**config.mk**
```make
export PLATFORM = sky130hd
export DESIGN_NAME = xalu16
export DESIGN_NICKNAME = d
export VERILOG_FILES = /design/src/rtl/xalu16_pkg.sv /design/src/rtl/xalu16_shift.sv /design/src/rtl/xalu16_mul.sv /design/src/rtl/xalu16.sv
export SDC_FILE = /design/constraint.sdc
export NUM_CORES = 1
export LEC_CHECK = 0
export ABC_AREA = 1
export BUFFER_PORTS_ARGS = -buffer_cell sky130_fd_sc_hd__buf_2
export CORE_MARGIN = 8
export CORE_UTILIZATION = 45
export CTS_BUF_LIST = sky130_fd_sc_hd__clkbuf_16
export CTS_CLUSTER_SIZE = 14
export DETAILED_ROUTE_END_ITERATION = 16
export SLEW_MARGIN = 0
export SYNTH_ARGS = -nofsm -noshare
export SYNTH_HDL_FRONTEND = slang
export SYNTH_SLANG_ARGS = --single-unit
```
**constraint.sdc**
```tcl
create_clock -name clk -period 1.25 [get_ports clk]
set_input_delay 0.25 -clock clk [delete_from_list [all_inputs] [get_ports clk]]
set_output_delay 0.25 -clock clk [all_outputs]
set_load 0.02 [all_outputs]
```
**src/rtl/xalu16_pkg.sv**
```systemverilog
package xalu16_pkg;

  localparam int OP_W = 5;

  typedef enum logic [OP_W-1:0] {
    OP_OR    = 5'd0,
    OP_TST   = 5'd1,
    OP_SHL   = 5'd2,
    OP_SHR   = 5'd3,
    OP_SAR   = 5'd4,
    OP_ROL   = 5'd5,
    OP_ROR   = 5'd6,
    OP_MUL   = 5'd7,
    OP_IMUL  = 5'd8,
    OP_MULW  = 5'd9,
    OP_IMULW = 5'd10
  } xop_e;

  typedef enum logic [2:0] {
    SK_LSL = 3'd0,
    SK_LSR = 3'd1,
    SK_ASR = 3'd2,
    SK_ROL = 3'd3,
    SK_ROR = 3'd4
  } shkind_e;

endpackage

```
**src/rtl/xalu16_shift.sv**
```systemverilog
module xalu16_shift
  import xalu16_pkg::*;
#(
  parameter int W = 16
) (
  input  logic [W-1:0]         val,
  input  logic [$clog2(W)-1:0] cnt,
  input  shkind_e              kind,
  output logic [W-1:0]         res
);
  localparam int CW = $clog2(W);

  // one stage of the log shifter: move by a fixed distance d
  function automatic logic [W-1:0] stage_fn(input logic [W-1:0] v,
                                            input shkind_e k,
                                            input int d);
    logic [W-1:0] o;
    case (k)
      SK_LSL:  o = v << d;
      SK_LSR:  o = v >> d;
      SK_ASR:  o = $signed(v) >>> d;
      SK_ROL:  o = (v << d) | (v >> (W - d));
      SK_ROR:  o = (v >> d) | (v << (W - d));
      default: o = v;
    endcase
    return o;
  endfunction

  logic [CW:0][W-1:0] stg;

  assign stg[0] = val;

  for (genvar i = 0; i < CW; i++) begin : g_stage
    assign stg[i+1] = cnt[i] ? stage_fn(stg[i], kind, 1 << i) : stg[i];
  end

  assign res = stg[CW];

endmodule

```
**src/rtl/xalu16_mul.sv**
```systemverilog
module xalu16_mul #(
  parameter int W = 16
) (
  input  logic [W-1:0]   a,
  input  logic [W-1:0]   b,
  input  logic           is_signed,
  output logic [2*W-1:0] prod
);
  localparam int PW = 2 * W;

  logic [PW-1:0] ext_a;
  logic [PW-1:0] ext_b;

  // sign-extend to the product width; modulo-2^PW arithmetic then gives
  // the exact signed or unsigned product, which always fits in PW bits
  assign ext_a = {{W{is_signed & a[W-1]}}, a};
  assign ext_b = {{W{is_signed & b[W-1]}}, b};
  assign prod  = ext_a * ext_b;

endmodule

```
**src/rtl/xalu16.sv**
```systemverilog
module xalu16
  import xalu16_pkg::*;
#(
  parameter int W = 16
) (
  input  logic             clk,
  input  logic             rst_n,
  input  logic             start,
  input  logic [OP_W-1:0]  op,
  input  logic [W-1:0]     a,
  input  logic [W-1:0]     b,
  output logic [W-1:0]     result,
  output logic [W-1:0]     result_hi,
  output logic             wr_dest,
  output logic             wr_pair,
  output logic             flags_we,
  output logic             flag_s,
  output logic             flag_z
);
  localparam int CW = $clog2(W);
  localparam int PW = 2 * W;

  // datapath pieces
  shkind_e        sh_kind;
  logic [W-1:0]   sh_out;
  logic           mul_signed;
  logic [PW-1:0]  prod;

  always_comb begin
    case (op)
      OP_SHR:  sh_kind = SK_LSR;
      OP_SAR:  sh_kind = SK_ASR;
      OP_ROL:  sh_kind = SK_ROL;
      OP_ROR:  sh_kind = SK_ROR;
      default: sh_kind = SK_LSL;
    endcase
  end

  assign mul_signed = (op == OP_IMUL) || (op == OP_IMULW);

  xalu16_shift #(.W(W)) u_shift (
    .val  (a),
    .cnt  (b[CW-1:0]),
    .kind (sh_kind),
    .res  (sh_out)
  );

  xalu16_mul #(.W(W)) u_mul (
    .a         (a),
    .b         (b),
    .is_signed (mul_signed),
    .prod      (prod)
  );

  // next-state decode
  logic [W-1:0] nx_res;
  logic [W-1:0] nx_hi;
  logic         ld_res;
  logic         ld_hi;
  logic         nx_wd;
  logic         nx_wp;
  logic         nx_fw;
  logic         wide;
  logic         nx_s;
  logic         nx_z;

  always_comb begin
    nx_res = '0;
    nx_hi  = prod[PW-1:W];
    ld_res = 1'b0;
    ld_hi  = 1'b0;
    nx_wd  = 1'b0;
    nx_wp  = 1'b0;
    nx_fw  = 1'b0;
    wide   = 1'b0;
    case (op)
      OP_OR: begin
        nx_res = a | b;
        ld_res = 1'b1;
        nx_wd  = 1'b1;
        nx_fw  = 1'b1;
      end
      OP_TST: begin
        nx_res = a & b;
        nx_fw  = 1'b1;
      end
      OP_SHL, OP_SHR, OP_SAR, OP_ROL, OP_ROR: begin
        nx_res = sh_out;
        ld_res = 1'b1;
        nx_wd  = 1'b1;
        nx_fw  = 1'b1;
      end
      OP_MUL, OP_IMUL: begin
        nx_res = prod[W-1:0];
        ld_res = 1'b1;
        nx_wd  = 1'b1;
        nx_fw  = 1'b1;
      end
      OP_MULW, OP_IMULW: begin
        nx_res = prod[W-1:0];
        ld_res = 1'b1;
        ld_hi  = 1'b1;
        nx_wp  = 1'b1;
        nx_fw  = 1'b1;
        wide   = 1'b1;
      end
      default: ;
    endcase
    nx_s = wide ? prod[PW-1] : nx_res[W-1];
    nx_z = wide ? (prod == '0) : (nx_res == '0);
  end

  // registers
  logic [W-1:0] res_q;
  logic [W-1:0] hi_q;
  logic         wd_q;
  logic         wp_q;
  logic         fw_q;
  logic         s_q;
  logic         z_q;

  always_ff @(posedge clk or negedge rst_n) begin
    if (!rst_n) begin
      res_q <= '0;
      hi_q  <= '0;
      wd_q  <= 1'b0;
      wp_q  <= 1'b0;
      fw_q  <= 1'b0;
      s_q   <= 1'b0;
      z_q   <= 1'b0;
    end else begin
      wd_q <= start & nx_wd;
      wp_q <= start & nx_wp;
      fw_q <= start & nx_fw;
      if (start && ld_res) res_q <= nx_res;
      if (start && ld_hi)  hi_q  <= nx_hi;
      if (start && nx_fw) begin
        s_q <= nx_s;
        z_q <= nx_z;
      end
    end
  end

  assign result    = res_q;
  assign result_hi = hi_q;
  assign wr_dest   = wd_q;
  assign wr_pair   = wp_q;
  assign flags_we  = fw_q;
  assign flag_s    = s_q;
  assign flag_z    = z_q;

  // checks
  a_r10_one_enable: assert property (@(posedge clk) disable iff (!rst_n)
    $onehot0({wr_dest, wr_pair}));

  a_r10_idle_quiet: assert property (@(posedge clk) disable iff (!rst_n)
    !start |=> (!wr_dest && !wr_pair && !flags_we && $stable(result) &&
                $stable(result_hi) && $stable(flag_s) && $stable(flag_z)));

  a_r3_tst_no_write: assert property (@(posedge clk) disable iff (!rst_n)
    (start && op == OP_TST) |=> (!wr_dest && !wr_pair && flags_we && $stable(result)));

  a_r8_pair_write: assert property (@(posedge clk) disable iff (!rst_n)
    (start && (op == OP_MULW || op == OP_IMULW)) |=> (wr_pair && flags_we));

  a_r9_wide_zero: assert property (@(posedge clk) disable iff (!rst_n)
    wr_pair |-> (flag_z == ({result_hi, result} == '0) && flag_s == result_hi[W-1]));

  a_r2_dest_flags: assert property (@(posedge clk) disable iff (!rst_n)
    wr_dest |-> (flag_s == result[W-1] && flag_z == (result == '0)));

  a_r11_undefined: assert property (@(posedge clk) disable iff (!rst_n)
    (start && op > OP_IMULW) |=> (!flags_we && !wr_dest && !wr_pair &&
                                  $stable(result) && $stable(flag_s) && $stable(flag_z)));

endmodule

```
* After elaboration in Yosys (flattened, before gate mapping)
Cells that the tools add are included.
W data, S select, Z words.
** Word-level totals
- Register bits after elaboration :: 37
- Latch bits :: 0
- Bits in writable memories :: 0
- Memory bits (read-only) :: 0
- Bits of input ports :: 40
- Output and inout bits :: 37
- Word-level logic and storage cells :: 67
- Memories :: 0
** Cells by class
- Add/sub/neg operators :: 0
- $mul :: 1
- Div/mod/pow operators :: 0
- Order comparisons :: 0
- Equality and inequality tests :: 14
- Shift operators :: 0
- Multiplexer cells :: 16
- Bitwise operators :: 14
- Reduce and logical (&&, ||, !) cells :: 15
** Operator list (count)
- $pmux W16 S5 :: 3
- $pmux W16 S4 :: 2
- $mux W16 :: 4
- $logic_not A32 Y1 :: 1
- $mul A17 B17 Y32 :: 1
- $eq A5 B3 Y1 const B :: 4
- $and A16 B16 Y16 :: 1
- $logic_not A16 Y1 :: 1
- $or A12 B16 Y16 :: 1
- $or A14 B16 Y16 :: 1
- $or A15 B16 Y16 :: 1
- $or A16 B1 Y16 :: 1
- $or A16 B16 Y16 :: 1
- $or A16 B2 Y16 :: 1
- $or A16 B4 Y16 :: 1
- $or A8 B16 Y16 :: 1
- $eq A5 B4 Y1 const B :: 3
- $pmux W3 S4 :: 1
- $reduce_or A11 Y1 :: 1
- $eq A5 B2 Y1 const B :: 2
- $reduce_or A10 Y1 :: 1
- $reduce_or A8 Y1 :: 1
- $eq A3 B2 Y1 const B :: 2
- $mux W1 :: 6
- other kinds (11) :: 18

* Logic depth before layout (Yosys ltp)
Gate-level depths: netlist (run 1).
- Depth in word-level cells :: 17
- Gate-level depth with buffers :: 33
- Depth with buffers taken out :: 32

* By module
From an unflattened synthesis (run 1), not the netlist that was laid out.
** Unflattened totals
- Cells, all modules :: 2133
- Area, all modules :: 15061.9 µm²
** By module, submodules not included
- xalu16_mul :: times used 1, cells an instance 1491, area an instance 11258.3 µm², sequential area each 0.0 µm²
- xalu16 :: times used 1, cells an instance 322, area an instance 2257.2 µm², sequential area each 925.9 µm²
- xalu16_shift :: times used 1, cells an instance 320, area an instance 1546.5 µm², sequential area each 0.0 µm²

* Worst setup path before layout (run 1)
OpenSTA, ideal clock, no wires.
- Kind :: input port to flip-flop
- From :: input port b[2]
- To :: register z_q (netlist: flag_z)
- Setup time :: 0.122 ns
- Arrival time :: 6.067 ns
- Required time :: 1.128 ns
- Path slack :: -4.939 ns
- Stages on the path :: 31
- Buffers on the path :: 3
- Cell sequence :: buf_2 > buf_1 > clkbuf_1 > nand2_1 > fa_1 > inv_1 > fa_1 > inv_1 > fa_1 > inv_1 > fa_1 > inv_1 > fa_1 > inv_1 > fa_1 > ha_1 > inv_1 > o21bai_1 > nand2_1 > nand2_1 > a21oi_1 > nand3_1 > nand3_1 > nand2_1 > nand3_1 > nand2_1 > a21boi_0 > xor2_1 > nor2_1 > a21oi_1 > a21oi_2
** Between the ends
- Cells in the longest elaborated chain, start to end :: 7
- Elaborated cells between the ends (all ways) :: 11
- Classes of those cells :: mul: 1; mux: 5; bitwise: 3; reduce/logical: 2
** RTL lines
- start: declaration :: RTL line xalu16.sv:11 : input logic [W-1:0] b,
- parallel branches: the longest is 6 deep, another holds $mul A17 B17 Y32
- $mux W1 * :: RTL line xalu16.sv:110 : nx_z = wide ? (prod == '0) : (nx_res == '0);
- end signal: assignment :: RTL line xalu16.sv:139 : z_q <= nx_z;
- end: declaration :: RTL line xalu16.sv:120 : logic z_q;
Mark *: on every way between the ends.
A chain may end at the register's enable or synchronous reset.

* Final worst setup path (run 1)
- From :: input port op[2]
- To :: register z_q (netlist: flag_z)
** Between the ends
- Cells in the longest elaborated chain, start to end :: 17
- Elaborated cells between the ends (all ways) :: 46
- Classes of those cells :: mul: 1; eq/ne: 14; mux: 13; bitwise: 7; reduce/logical: 11
** RTL lines
- start: declaration :: RTL line xalu16.sv:9 : input logic [OP_W-1:0] op,
- $eq A5 B3 Y1 / $eq A5 B2 Y1 (equally long branches) :: RTL line xalu16.sv:30, xalu16.sv:76
- $pmux W3 S4 :: RTL line xalu16.sv:30 : case (op)
- $eq A3 B3 Y1 (tied with other cells) :: RTL line xalu16_shift.sv:18 : case (k)
- $pmux W16 S5 :: RTL line xalu16_shift.sv:18
- $mux W16 :: RTL line xalu16_shift.sv:34 : assign stg[i+1] = cnt[i] ? stage_fn(stg[i], kind, 1 << i) : stg[i];
- $or A14 B16 Y16 / $or A16 B2 Y16 (equally long branches) :: RTL line xalu16_shift.sv:23, xalu16_shift.sv:22
- $pmux W16 S5 :: RTL line xalu16_shift.sv:18
- $mux W16 :: RTL line xalu16_shift.sv:34
- $or A12 B16 Y16 / $or A16 B4 Y16 (equally long branches) :: RTL line xalu16_shift.sv:23, xalu16_shift.sv:22
- $pmux W16 S5 :: RTL line xalu16_shift.sv:18
- $mux W16 :: RTL line xalu16_shift.sv:34
- $or A8 B16 Y16 :: RTL line xalu16_shift.sv:22, xalu16_shift.sv:23
- $pmux W16 S4 :: RTL line xalu16_shift.sv:18
- $mux W16 :: RTL line xalu16_shift.sv:34
- $pmux W16 S4 :: RTL line xalu16.sv:76 : case (op)
- $logic_not A16 Y1 :: RTL line xalu16.sv:110
- $mux W1 :: RTL line xalu16.sv:110
Parallel ways exist; a longest one is shown, timed or not.

==> results.md, run 1 <==
- First-pass GRT wire length: 81.4 mm
- Fin. max-slew vios: 0
- Hpwl dp: 41.4 mm
- Crit path from: op[2]
- Max cap viols: 0
- Inserted Clock Buffers: 5
- Tot GR Track Use: 0.268
- Synth warnings: 0
- Status: finished with violations
- Hold crit path type: in2reg
- Worst-Margin Slew: 0.472 ns
- Cell area after synthesis: 14400 um^2
- Main combinational cell family by area after synthesis: adder cells
- Period utilization: 4.77
- Setup violators final: 35
- CTS sink cnt: 37
- Slew HR: 0.685
- Startpoint of the worst hold path: start
- Net count after synthesis: 2371
- Synth Area in Adders: 0.464
- Rows: 65
- Htree depth: 2
- Area of the die: 37900 um^2
- Syn Inst Count: 1967
- Most used cell, CP: fa_1
- Final hold violation count: 0
- Crit path kind: in2reg
- Synth Area in XOR/XNOR: 0.0250
- Post-synth ARST share: 1.00
- Complex-gate fraction of the synthesized area: 0.0494
- Number of routed nets with antenna violations: 0
- Area growth from synthesis to layout: 46.5%
- Core ar.: 31600 um^2
- Seq/Total Area, Yosys: 0.0644
- Post-synthesis register bit count: 37
- CP Capture Type: flip-flop
- RSZ-0062 raised after global routing: true
- PortBufs: 76
- Setup TNS Final: -118.86 ns
- Io pins: 77
- Multiplexer share of the synthesized area: 0
- Die height: 195 um
- Synth Flop Type: dfrtp_1
- Worst clock skew: 0 ns
- Critical Path Source Type: input port
- Layout cells sized above 1: 0.374
- Routability congestion estimate: 0.927
- Clock transition at the registers of the reported paths: 0.06 ns
- Pin count of the biggest net entering global routing: 38
- Iteration-0 DRC Markers: 918
- Synth Area in Simple Gates: 0.237
- CTS tree: done
- Routed vias: 14.3k
- Nets@finish: 2768
- RR Startpoint: result[15]$_DFFE_PN0P_
- Initial antenna violation count: 4
- Max Root-Sink Buffers: 2
- Final setup margin: -4.72 ns
- Residual DRC count: 0
- Number of flops mapped to enable cells by yosys: 0
- Clock Latency Late Sink: 0.28 ns
- Pre-Repair DR Iteration Count: 6
- Initial core utilization: 0.456
- Chip width: 195 um
- Fin crit period: 5.97 ns
- Gr ovfl total: 0
- Clock Root Buffer: clkbuf_16
- Routed WL per cell: 18.5 um
- Total Wirelength: 51.1 mm
- Final hold slack: 0.339 ns
- Library cells used by synthesis: 43
- Slowest CP cell: fa_2
- Arrival time at the worst endpoint: 6.19 ns
- Cell count after placement: 2683
- Required time worst endpoint: 1.47 ns
- Vias in the first global route: 15.2k
- Fmax achieved: 168 MHz
- Via/cell ratio: 5.15
- Failing checks: setup timing
- Crit path largest cell delay: 0.55 ns
- Syn avg cell area: 7.31 um^2
- Crit path max fanout: 5
- Final cell count without fillers: 2769
layout by cell type (no fill, tap or decap), drive strengths merged, types with 7 or more instances in the layout:
master  count
a21oi      35
nand3     179
fa        282
xnor2      19
clkinv      7
inv       501
dfrtp      37
ha         82
o21ai      39
nand2     524
nand4       8
a31oi      19
buf       476
nor2       88
xor2       22
what timing repair did:
| item | 4_1_cts | 5_1_grt |
|---|---|---|
| pin swaps | 142 | 76 |
| resized for setup | 375 | 140 |
| gates cloned | 6 | 0 |
| endpoints found under the hold margin | 37 | 0 |
| hold buffers | 1 | 0 |
| setup buffers | 61 | 30 |
| endpoints found under the setup margin | 37 | 37 |
cells in the mapped netlist, types with 3 or more instances:
master / count / area (um^2)
nand2_1: 517 / 1940
inv_1: 494 / 1850
fa_1: 282 / 5650
nand3_1: 168 / 841
nor2_1: 85 / 319
ha_1: 82 / 1030
clkbuf_1: 59 / 221
dfrtp_1: 37 / 926
o21ai_0: 35 / 175
a21oi_1: 34 / 170
xor2_1: 22 / 193
a31oi_1: 19 / 119
xnor2_1: 19 / 166
buf_2: 14 / 70.1
buf_1: 13 / 48.8
nand3_2: 9 / 90.1
nand4_1: 8 / 50.1
a21o_1: 5 / 37.5
a221oi_1: 5 / 43.8
buf_6: 5 / 56.3
clkinv_1: 5 / 18.8
nand2_2: 5 / 31.3
o211ai_1: 5 / 37.5
or2_2: 5 / 31.3
inv_2: 4 / 15.0
nor3_1: 4 / 20.0
o21ai_1: 3 / 15.0
o221ai_1: 3 / 26.3
per-stage QoR:
stage	util	setup WS, ns	area (um^2)
after global routing	0.668	-4.84	21100
after floorplan	-	-4.33	15400
final	0.668	-4.72	21100
after CTS	0.644	-4.49	20300
after global placement	0.574	-4.92	18100
after detailed placement	0.574	-5.02	18100
worst paths after layout:
kind	cells after the start	slack (ns)	endpoint
worst max-delay path	29	-4.72	flag_z$_DFFE_PN0P_
worst min register to register	2	0.49	result_hi[8]$_DFFE_PN0P_
min in group asynchronous	3	0.46	result[5]$_DFFE_PN0P_
worst min-delay path	3	0.34	wr_dest$_DFF_PN0_
worst max register to register	2	0.51	result[15]$_DFFE_PN0P_
max in group asynchronous	3	0.61	result_hi[3]$_DFFE_PN0P_
layout make-up:
cell class / count / area (um^2)
Antenna cell: 2 / 5.00
Clock buffer: 5 / 125
Clock inverter: 3 / 25.0
Fill cell: 2563 / 10500
Inverter: 506 / 1930
Multi-Input combinational cell: 1334 / 13300
Sequential cell: 37 / 926
Tap cell: 402 / 503
Timing Repair Buffer: 480 / 4300
metal layers:
metal | global-route usage | wire [um] | part of all wire | vias up
met5 | 0 | 27 | 0.00053 | -
met4 | 0.0797 | 1790 | 0.035 | 4
met3 | 0.0325 | 3170 | 0.062 | 114
met2 | 0.451 | 24500 | 0.48 | 476
met1 | 0.359 | 21700 | 0.42 | 7082
li1 | - | - | - | 6585
state kept, by name, summed over array words and instances, names as in the netlist:
name / flops
flags_we: 1
result: 16
flag_s: 1
wr_dest: 1
wr_pair: 1
result_hi: 16
flag_z: 1
worst max-delay path, delay by kind of cell:
kind	cells	cell delay, ns
buffers and inverters	9	0.78
and+or+nand+nor	10	1.65
AOI/OAI and AO/OA	2	0.18
xor gates and xnor gates	1	0.11
adders and majority gates	7	3.20
cells by family after synthesis:
logic type,Yosys count
AOI/OAI and AO/OA,119
xor gates and xnor gates,41
adders and majority gates,364
buffers and inverters,597
DFF,37
and+or+nand+nor,809
Power of run 1 is left out: the tool's default activity adds up to more than one toggle a clock period on the data nets, which glitch-free logic cannot reach.
==> run 2, diff against run 1 <==
TNS_END_PERCENT = 5   (was unset)
==> run 2 against run 1 <==
  * The run still ends with setup timing left
  * Die area is the same
  * Final cell count is 1.3% lower
  * Via count is 2.7% lower
  * Setup slack better by 0.17 ns
  * First-iteration DRC count increased by 7.1%
  * Critical endpoint is now result_hi[14]$_DFFE_PN0P_
  * Fmax is 3.0% higher
==> results.md, run 2 (synthesis results as in run 1) <==
- Status: finished with violations
- Failing checks: setup timing
- Reg-to-reg endpoint: result[6]$_DFFE_PN0P_
- Rows: 65
- CTS sink cnt: 37
- Part of the power in the clock network: 0.022
- Crit path kind: in2reg
- Layout cells sized above 1: 0.266
- End of the worst hold path: wr_dest$_DFF_PN0_
- Hold crit path type: in2reg
- Routed vias: 13.9k
- Period utilization: 4.63
- Slowest CP cell: fa_1
- Internal power: 31900 uW
- Commonest non-fill, non-tap cells in the layout: nand2_1, inv_1, buf_4
- Final setup margin: -4.54 ns
- Chip width: 195 um
- CP Capture Type: flip-flop
- Routed WL per cell: 17.7 um
- Worst slack, placed: -5.11 ns
- Htree depth: 2
- Max Root-Sink Buffers: 2
- Hold Path Depth: 4
- R2R depth: 2
- Worst Path Buf+Inv: 9
- First-pass GRT wire length: 79.4 mm
- Slew HR: 0.701
- Total power: 64300 uW
- Clock Root Buffer: clkbuf_16
- Most used cell, CP: fa_1
- Comb pwr share: 0.949
- Setup TNS Final: -119.67 ns
- Number of routed nets with antenna violations: 0
- Switching Fraction: 0.504
- Pre-Repair DR Iteration Count: 5
- Die height: 195 um
- Pwr dens: 3390 nW/um^2
- Final cell count without fillers: 2732
- Hpwl dp: 42.3 mm
- Clock Latency Late Sink: 0.27 ns
- Area growth from synthesis to layout: 31.7%
- Setup violators final: 36
- RSZ-0062 raised after global routing: true
- Vias in the first global route: 14.9k
- Cell count after placement: 2713
- Fmax achieved: 173 MHz
- Commonest non-fill, non-tap cell in the layout: nand2_1
- R2R Setup Slk: 0.50 ns
- CP top delay family: adder cells
- Tot GR Track Use: 0.261
- Total Wirelength: 48.3 mm
- Initial antenna violation count: 1
- Iteration-0 DRC Markers: 983
- Worst clock skew: 0 ns
- Core ar.: 31600 um^2
- Peak VDD IR: 0.00446 V
- Worst-Margin Slew: 0.447 ns
- Max cap viols: 0
- Residual DRC count: 0
- Required time worst endpoint: 1.42 ns
- Routability congestion estimate: 0.938
- CTS tree: done
- Crit path largest cell delay: 0.53 ns
- Via/cell ratio: 5.08
- Initial core utilization: 0.456
- Fin crit period: 5.79 ns
- Inserted Clock Buffers: 5
- Leakage: 0.0107 uW
- Nets@finish: 2732
- Fin. max-slew vios: 0
- Sequential share of power: 0.030
- Io pins: 77
- Clock transition at the registers of the reported paths: 0.06 ns
- Crit path max fanout: 7
- Startpoint of the worst hold path: start
- NetSw: 32400 uW
- Gr ovfl total: 0
- Critical Path Source Type: input port
- Final design utilization: 0.600
- Final hold violation count: 0
- RR Startpoint: result[6]$_DFFE_PN0P_
- PortBufs: 76
- Arrival time at the worst endpoint: 5.96 ns
- Pin count of the biggest net entering global routing: 38
- Area of the die: 37900 um^2
run 2: cell count changes in the layout (fill, tap and decap cells not counted), moves of 18 or more:
| cell | change |
|---|---|
| ha_4 | -18 |
| nand2_2 | -45 |
| buf_4 | +46 |
| nand3_2 | -32 |
| buf_6 | -67 |
| nand3_1 | +37 |
| ha_1 | +19 |
| inv_2 | -40 |
| inv_1 | +44 |
| nand2_4 | -18 |
| nand2_1 | +63 |
run 2: routing by layer:
layer	global-route usage	vias up	wire, um
met5	0	-	0
met4	0.0601	0	1310
met3	0.0149	79	2400
met2	0.446	422	23200
met1	0.361	6884	21400
li1	-	6488	-
run 2: worst max-delay path by stage:
| stage | startpoint | endpoint | slack (ns) | cells past startpoint |
|---|---|---|---|---|
| after floorplan | op[4] | flag_z$_DFFE_PN0P_ | -4.33 | 30 |
| after global placement | op[4] | flag_z$_DFFE_PN0P_ | -5.02 | 28 |
| after detailed placement | op[4] | flag_z$_DFFE_PN0P_ | -5.11 | 28 |
| after CTS | op[3] | flag_z$_DFFE_PN0P_ | -4.55 | 28 |
| after global routing | op[4] | flag_z$_DFFE_PN0P_ | -4.80 | 25 |
| final | op[4] | result_hi[14]$_DFFE_PN0P_ | -4.54 | 32 |
run 2: layout make-up:
cell class	count	area, um^2
Antenna cell	1	2.50
Clock buffer	5	125
Clock inverter	3	37.5
Multi-Input combinational cell	1333	12000
Inverter	506	1910
Tap cell	402	503
Sequential cell	37	926
Timing Repair Buffer	445	3450
Fill cell	2930	12600
run 2: per-stage QoR:
stage               instance area (um^2)  hold WS (ns)
finish                             18900         0.444
global route                       18900         0.461
CTS                                18700         0.441
detailed placement                 17900         0.228
global placement                   17900         0.224
floorplan                          14900       -0.0456
run 2: power groups by stage:
stage / Sequential [uW] / Clock (uW) / Combinational [uW]
2_1_floorplan: 2420 / 0 / 28000
4_1_cts: 1910 / 1400 / 58200
5_1_grt: 1950 / 1460 / 65700
3_5_place_dp: 1910 / 0 / 52000
3_3_place_gp: 1900 / 0 / 51600
6_report: 1910 / 1390 / 61000
run 2: what timing repair did:
item / in CTS / in global routing
gates cloned: 0 / 0
buffers inserted: 6 / 3
pin swaps: 34 / 26
endpoints found under the setup margin: 36 / 37
endpoints found under the hold margin: 37 / 0
hold buffers: 1 / 0
gates resized for setup: 123 / 51
run 2: worst min-delay path: stages:
cell and delay [ns]:
buf_2 0.09, inv_1 0.15, buf_4 0.15, a21oi_1 0.03
Note: power is estimated with default switching activity, not from simulation.
